<file path="src/rtl/coh_pkg.sv">
package coh_pkg;

    typedef enum logic [1:0] {
        ST_INV = 2'd0,
        ST_SHR = 2'd1,
        ST_MOD = 2'd2
    } node_st_t;

    typedef enum logic [1:0] {
        CMD_RD  = 2'd0,
        CMD_WR  = 2'd1,
        CMD_EV  = 2'd2,
        CMD_NOP = 2'd3
    } cmd_t;

endpackage

</file>
<file path="src/rtl/coh_tgt_dec.sv">
module coh_tgt_dec #(
    parameter int NODES = 4,
    parameter int SEL_W = 3
) (
    input  logic [SEL_W-1:0] tgt_i,
    output logic [NODES-1:0] hit_o
);
    // Out-of-range targets match no lane.
    for (genvar g = 0; g < NODES; g++) begin : g_lane
        assign hit_o[g] = (tgt_i == SEL_W'(g));
    end
endmodule

</file>
<file path="src/rtl/coh_node.sv">
module coh_node
    import coh_pkg::*;
(
    input  logic     clk,
    input  logic     rst_n,
    input  logic     upd_vld,
    input  logic     is_tgt,
    input  cmd_t     cmd,
    output node_st_t st_o
);
    node_st_t cur_st;
    node_st_t nxt_st;

    // State register: all nodes share this edge.
    always_ff @(posedge clk) begin
        if (!rst_n)
            cur_st <= ST_INV;
        else if (upd_vld)
            cur_st <= nxt_st;
    end

    // Transition rules
    always_comb begin
        nxt_st = cur_st;
        unique case (cmd)
            CMD_RD: begin
                unique case (cur_st)
                    ST_INV:  nxt_st = is_tgt ? ST_SHR : ST_INV;  // FILL
                    ST_SHR:  nxt_st = ST_SHR;
                    ST_MOD:  nxt_st = is_tgt ? ST_MOD : ST_SHR;  // DOWNGRADE
                    default: nxt_st = ST_INV;
                endcase
            end
            CMD_WR:  nxt_st = is_tgt ? ST_MOD : ST_INV;          // CLAIM / INVALIDATE
            CMD_EV:  nxt_st = is_tgt ? ST_INV : cur_st;          // DROP
            default: nxt_st = cur_st;                            // HOLD
        endcase
    end

    // Output process
    always_comb st_o = cur_st;
endmodule

</file>
<file path="src/rtl/coh_mod_watch.sv">
module coh_mod_watch
    import coh_pkg::*;
#(
    parameter int NODES = 4
) (
    input  logic [2*NODES-1:0] st_vec_i,
    output logic               err_o
);
    localparam int CNT_W = $clog2(NODES + 1);

    logic [CNT_W-1:0] n_mod;

    always_comb begin
        n_mod = '0;
        for (int k = 0; k < NODES; k++) begin
            if (st_vec_i[2*k +: 2] == ST_MOD)
                n_mod = n_mod + CNT_W'(1);
        end
        err_o = (n_mod > CNT_W'(1));
    end
endmodule

</file>
<file path="src/rtl/coh_node_array.sv">
module coh_node_array
    import coh_pkg::*;
#(
    parameter int  NODES = 4,
    localparam int SEL_W = $clog2(NODES) + 1
) (
    input  logic               clk,
    input  logic               rst_n,
    input  logic               upd_vld,
    input  logic [1:0]         upd_op,
    input  logic [SEL_W-1:0]   upd_tgt,
    output logic [2*NODES-1:0] node_state,
    output logic               multi_mod_err
);
    logic [NODES-1:0] hit;
    cmd_t             cmd;

    assign cmd = cmd_t'(upd_op);

    coh_tgt_dec #(.NODES(NODES), .SEL_W(SEL_W)) u_dec (
        .tgt_i (upd_tgt),
        .hit_o (hit)
    );

    for (genvar g = 0; g < NODES; g++) begin : g_node
        node_st_t st;
        coh_node u_node (
            .clk     (clk),
            .rst_n   (rst_n),
            .upd_vld (upd_vld),
            .is_tgt  (hit[g]),
            .cmd     (cmd),
            .st_o    (st)
        );
        assign node_state[2*g +: 2] = st;
    end

    coh_mod_watch #(.NODES(NODES)) u_watch (
        .st_vec_i (node_state),
        .err_o    (multi_mod_err)
    );
endmodule

</file>
<file path="config.mk">
export PLATFORM = sky130hd
export DESIGN_NAME = coh_node_array
export DESIGN_NICKNAME = d
export VERILOG_FILES = /design/src/rtl/coh_pkg.sv /design/src/rtl/coh_tgt_dec.sv /design/src/rtl/coh_node.sv /design/src/rtl/coh_mod_watch.sv /design/src/rtl/coh_node_array.sv
export SDC_FILE = /design/constraint.sdc
export NUM_CORES = 1
export LEC_CHECK = 0
export CORE_MARGIN = 3
export CORE_UTILIZATION = 45
export DETAILED_ROUTE_END_ITERATION = 16
export MAX_ROUTING_LAYER = met4
export PLACE_DENSITY = 0.74
export REMOVE_ABC_BUFFERS = 1
export SYNTH_ARGS = -nofsm -noshare
export SYNTH_HDL_FRONTEND = slang
export SYNTH_SLANG_ARGS = --single-unit
export TNS_END_PERCENT = 5
</file>
<file path="constraint.sdc">
create_clock -name clk -period 1.4 [get_ports clk]
set_input_delay 0.14 -clock clk [delete_from_list [all_inputs] [get_ports clk]]
set_output_delay 0.14 -clock clk [all_outputs]
set_load 0.02 [all_outputs]
</file>
==> results.md <==
- The highest fanout seen on the critical path is 3.
- The detail route stage leaves a number of antenna-violating nets equal to 0.
- The category of the critical setup timing path is reg -> out.
- Setup repair after global routing could not meet its margin everywhere.
- The number of antenna diodes in the final layout is 0.
- The final-report setup violation count is 9.
- The final routed wire length divided by cell count is approximately 14 um.
- The worst-case vdd ir drop is around 0.57 mV.
- The total overflow left after global routing is 0.
- The largest net degree at the start of global routing is 9.
- The sequential cells in the finished layout cover a total of approximately 170 um^2.
- The instance area at placement is 893.4 um^2.
- Traced cell by cell, the critical path runs through nor2b_4, maj3_2, ha_4, nor2_4, a21oi_2, buf_6.
- The post-route met1 wirelength is roughly 720 um.
- Data on the critical path arrives at its endpoint at roughly 1.6 ns.
- The synthesized design contains 0 enable-type register cells.
- Detailed placement ended at an HPWL of ~1200 um.
- The worst max-slew margin expressed relative to the limit is ~82%.
- The effective utilization at floorplan is between 50% and 60%.
- The worst setup skew after layout is between 0.00006 and 0.00007 ns.
- The run finished, with violations left.
- Based on the critical path, the design can be clocked at up to 569.3 MHz.
- The number of register bits inferred by synthesis is 8.
- The multi-input combinational cells in the finished layout cover a total of between 500 and 600 um^2.
- The kind of launch point of the worst setup path is a flip-flop.
- Wire segments on met2 add up to between 700 and 800 um in the final route.
- The power density relative to cell area is around 560 mW/mm^2.
- On the worst path, the slowest cell contributes a delay of about 0.34 ns.
- The overall power consumption is around 0.55 mW.
- The compound-cell area share of the yosys netlist is between 20% and 30%.
- The final count of hold timing violations was 0.
- The synthesized netlist devotes 23.98% of its cell area to simple gates.
- The final non-filler cell area is roughly 1000 um^2.
- The synthesized area is 610.6 um^2.
- The most common cell in the synthesized netlist is dfxtp_1.
- Setup slack on the critical path of the routed design comes to -0.3565 ns.
- The all-layer global routing usage is between 15 and 20%.
- Multiplexer cells account for between 7 and 8% of the synthesized area.
- The post-synthesis area per instance is 9.692 um^2.
- The final reports fail on setup timing.
- The number of buffers inserted by hold repair at cts is 0.
- The shortest clock period the worst path allows after layout is roughly 1.8 ns.
- The main combinational cell family by area after synthesis is simple AND/OR/NAND/NOR gates.
- The path class of the tightest hold or removal check is reg -> reg.
- Prior to clock tree synthesis, the placed netlist has a worst setup slack of -0.6647 ns.
- STA puts the critical path data required time at roughly 1.3 ns.
- At the end of routability-driven placement, the weighted congestion stood at approximately 0.76.
- In the synthesized netlist, the number of instances is between 60 and 70.
- The number of global-route vias before repair came to 573.
- The portion of the clock cycle consumed by the worst path in the final layout is 125.5%.
- Wire segments on met3 add up to 66 um in the final route.
- Of the cells placed in the final design, the portion with a size suffix greater than 1 is 53.61%.
- The register with the most flip-flops in the layout has 8 of them.
- Counting every sink on the clock net gives 8.
- After detailed routing, the total wire length is 1578 um.
- For the worst-skew pair, the clock arrives at the later sink with an insertion delay of 0.25 ns.
- For this run, the register share of the synthesized area comes to 26.23%.
- After detailed routing, the number of remaining DRC violations is 0.
- For this block, the via count after detailed routing is between 500 and 600.
- Measured along the y axis, the die boundary spans approximately 43 um.
- 17 I/O pins were placed.
- The clock passes through at most 2 buffers.
- The number of clock buffers added by TritonCTS is 3.
- For this run, the post-layout net count is 111.
- The signed area change from the synthesized netlist to the final layout is 63.32%.
- Row generation in the floorplan step produced 12 rows.
- The floorplan step defined a die boundary enclosing roughly 0.0018 mm^2.
- The total number of H-tree levels is 1.
- In this run, distinct cell masters in the synthesized netlist total 22.
- By count the netlist is led by dfxtp_1 (8), nor2b_1 (7), nor2_1 (6).
- The core region is 0.001186 mm^2.
- During placement, the flow inserted port buffers numbering 16.
- The number of max-cap violations is 0.
- The first global-routing pass estimated about 2600 um of wire.
- The number of inserted filler cells in the final layout is 76.
- The setup total negative slack is -0.6842 ns.
- The transition time at the pin with the least slew margin is about 0.27 ns.
- After clock tree synthesis, the clock-pin slew on the worst setup and hold paths is about 0.060 ns.
- After detailed routing, no signal wire sits above met4.
- The critical-path cell with the highest stage delay is maj3_2.
- Sorting the synthesized cells by area gives the leading types as dfxtp_1 (26%), ha_1 (8.2%), mux2_2 (7.4%), nor2b_1 (7.2%), o31ai_2 (6.1%).
- The initial antenna violation count is 0.
- The number of max-slew violations in the final report is 0.
- The arithmetic-cell share of the synthesized area counting full adders, half adders and majority gates is 10.04%.
- The root buffer cell is clkbuf_4.
- The post-synthesis xor/xnor area fraction is roughly 8.6%.
- The starting DRC count in detailed routing is 7.
- In the routed layout, each cell is associated on average with a via count of 5.171.
- The top cell type by area accounts for 26.23% of the synthesized area.
- Summed over all instances, the cell type with the most area after synthesis is dfxtp_1.
- For this run, the number of Yosys warnings is 0.
- Summed over all cells, the static leakage comes to approximately 0.44 nW.
- The kind of end point of the critical path is an output port.
- The primary flip-flop cell chosen by synthesis mapping is dfxtp_1.
- The proportion of synthesized flip-flops having asynchronous set or reset is 0%.
- The total iterations of the first detailed-routing run is 4.
- The die is about 43 um wide.
- The TritonCTS clock tree is done.
==> per-layer routing <==
| layer | global-route usage (%) | up-vias |
|---|---|---|
| li1 | - | 303 |
| met5 | - | - |
| met4 | 5.590 | 0 |
| met3 | 3.814 | 2 |
| met2 | 33.53 | 21 |
| met1 | 23.86 | 248 |
==> logic make-up after synthesis <==
group,count (synthesis)
AOI/OAI and AO/OA,14
buffers and inverters,3
muxes,4
DFF,8
adders and majority gates,5
xor gates and xnor gates,6
and+or+nand+nor,23
==> cell type report <==
| type | instances | share of cell area (%) |
|---|---|---|
| multi-input cells | 52 | 51.57 |
| repair buffers | 31 | 26.47 |
| flip-flops and latches | 8 | 16.81 |
| clock buffers | 3 | 2.258 |
| well taps | 14 | 1.757 |
| inverters | 3 | 1.129 |
==> critical path: cells and delay by family (launching register included) <==
kind                       cells  cell delay, ns
buffers and inverters          1            0.13
DFF                            1            0.32
adders and majority gates      2            0.62
and+or+nand+nor                2            0.16
AOI/OAI and AO/OA              1            0.13
==> what timing repair did <==
item	4_1_cts	5_1_grt
buffers inserted	1	0
resized for setup	25	10
pin swaps	7	8
setup endpoints to repair	17	9
endpoints found under the hold margin	0	0
==> power by group <==
group          switching, mW  internal (mW)  total [mW]
Clock                 0.0838         0.0985       0.182
Sequential           0.00191          0.230       0.232
Combinational         0.0677         0.0714       0.139
==> metrics by stage <==
stage,hold slack [ns],utilization [%],cells
after floorplan,0.2682,-,63
after global placement,0.5611,75.32,107
after detailed placement,0.5870,75.32,107
after CTS,0.6174,80.70,111
after global routing,0.6328,84.07,111
final,0.6099,84.07,111
==> path summary, 6_finish.rpt <==
kind	startpoint	end	slack (ns)	cells after the start
hold / removal	g_node[3].u_node.st_o[0]	g_node[3].u_node.st_o[0]	0.61	3
setup reg to reg	g_node[3].u_node.st_o[1]	g_node[3].u_node.st_o[1]	0.30	4
hold reg to reg	g_node[3].u_node.st_o[0]	g_node[3].u_node.st_o[0]	0.61	3
setup / recovery	g_node[1].u_node.st_o[1]	multi_mod_err	-0.36	6
==> cell usage in the layout (no fill, tap or decap), types with 3 or more instances in the layout <==
master	Yosys	layout
nor2b_4	0	3
xor2_1	4	4
clkbuf_4	0	3
mux2_2	4	4
dlygate4sd2_1	0	8
nand3_1	4	4
clkdlybuf4s50_1	0	7
dfxtp_2	0	6
a32oi_1	4	4
o21ai_2	3	4
nor2b_1	7	5
o31ai_2	3	3
nor2_1	6	5
buf_4	0	15
Power figures use the tool's default switching activity.
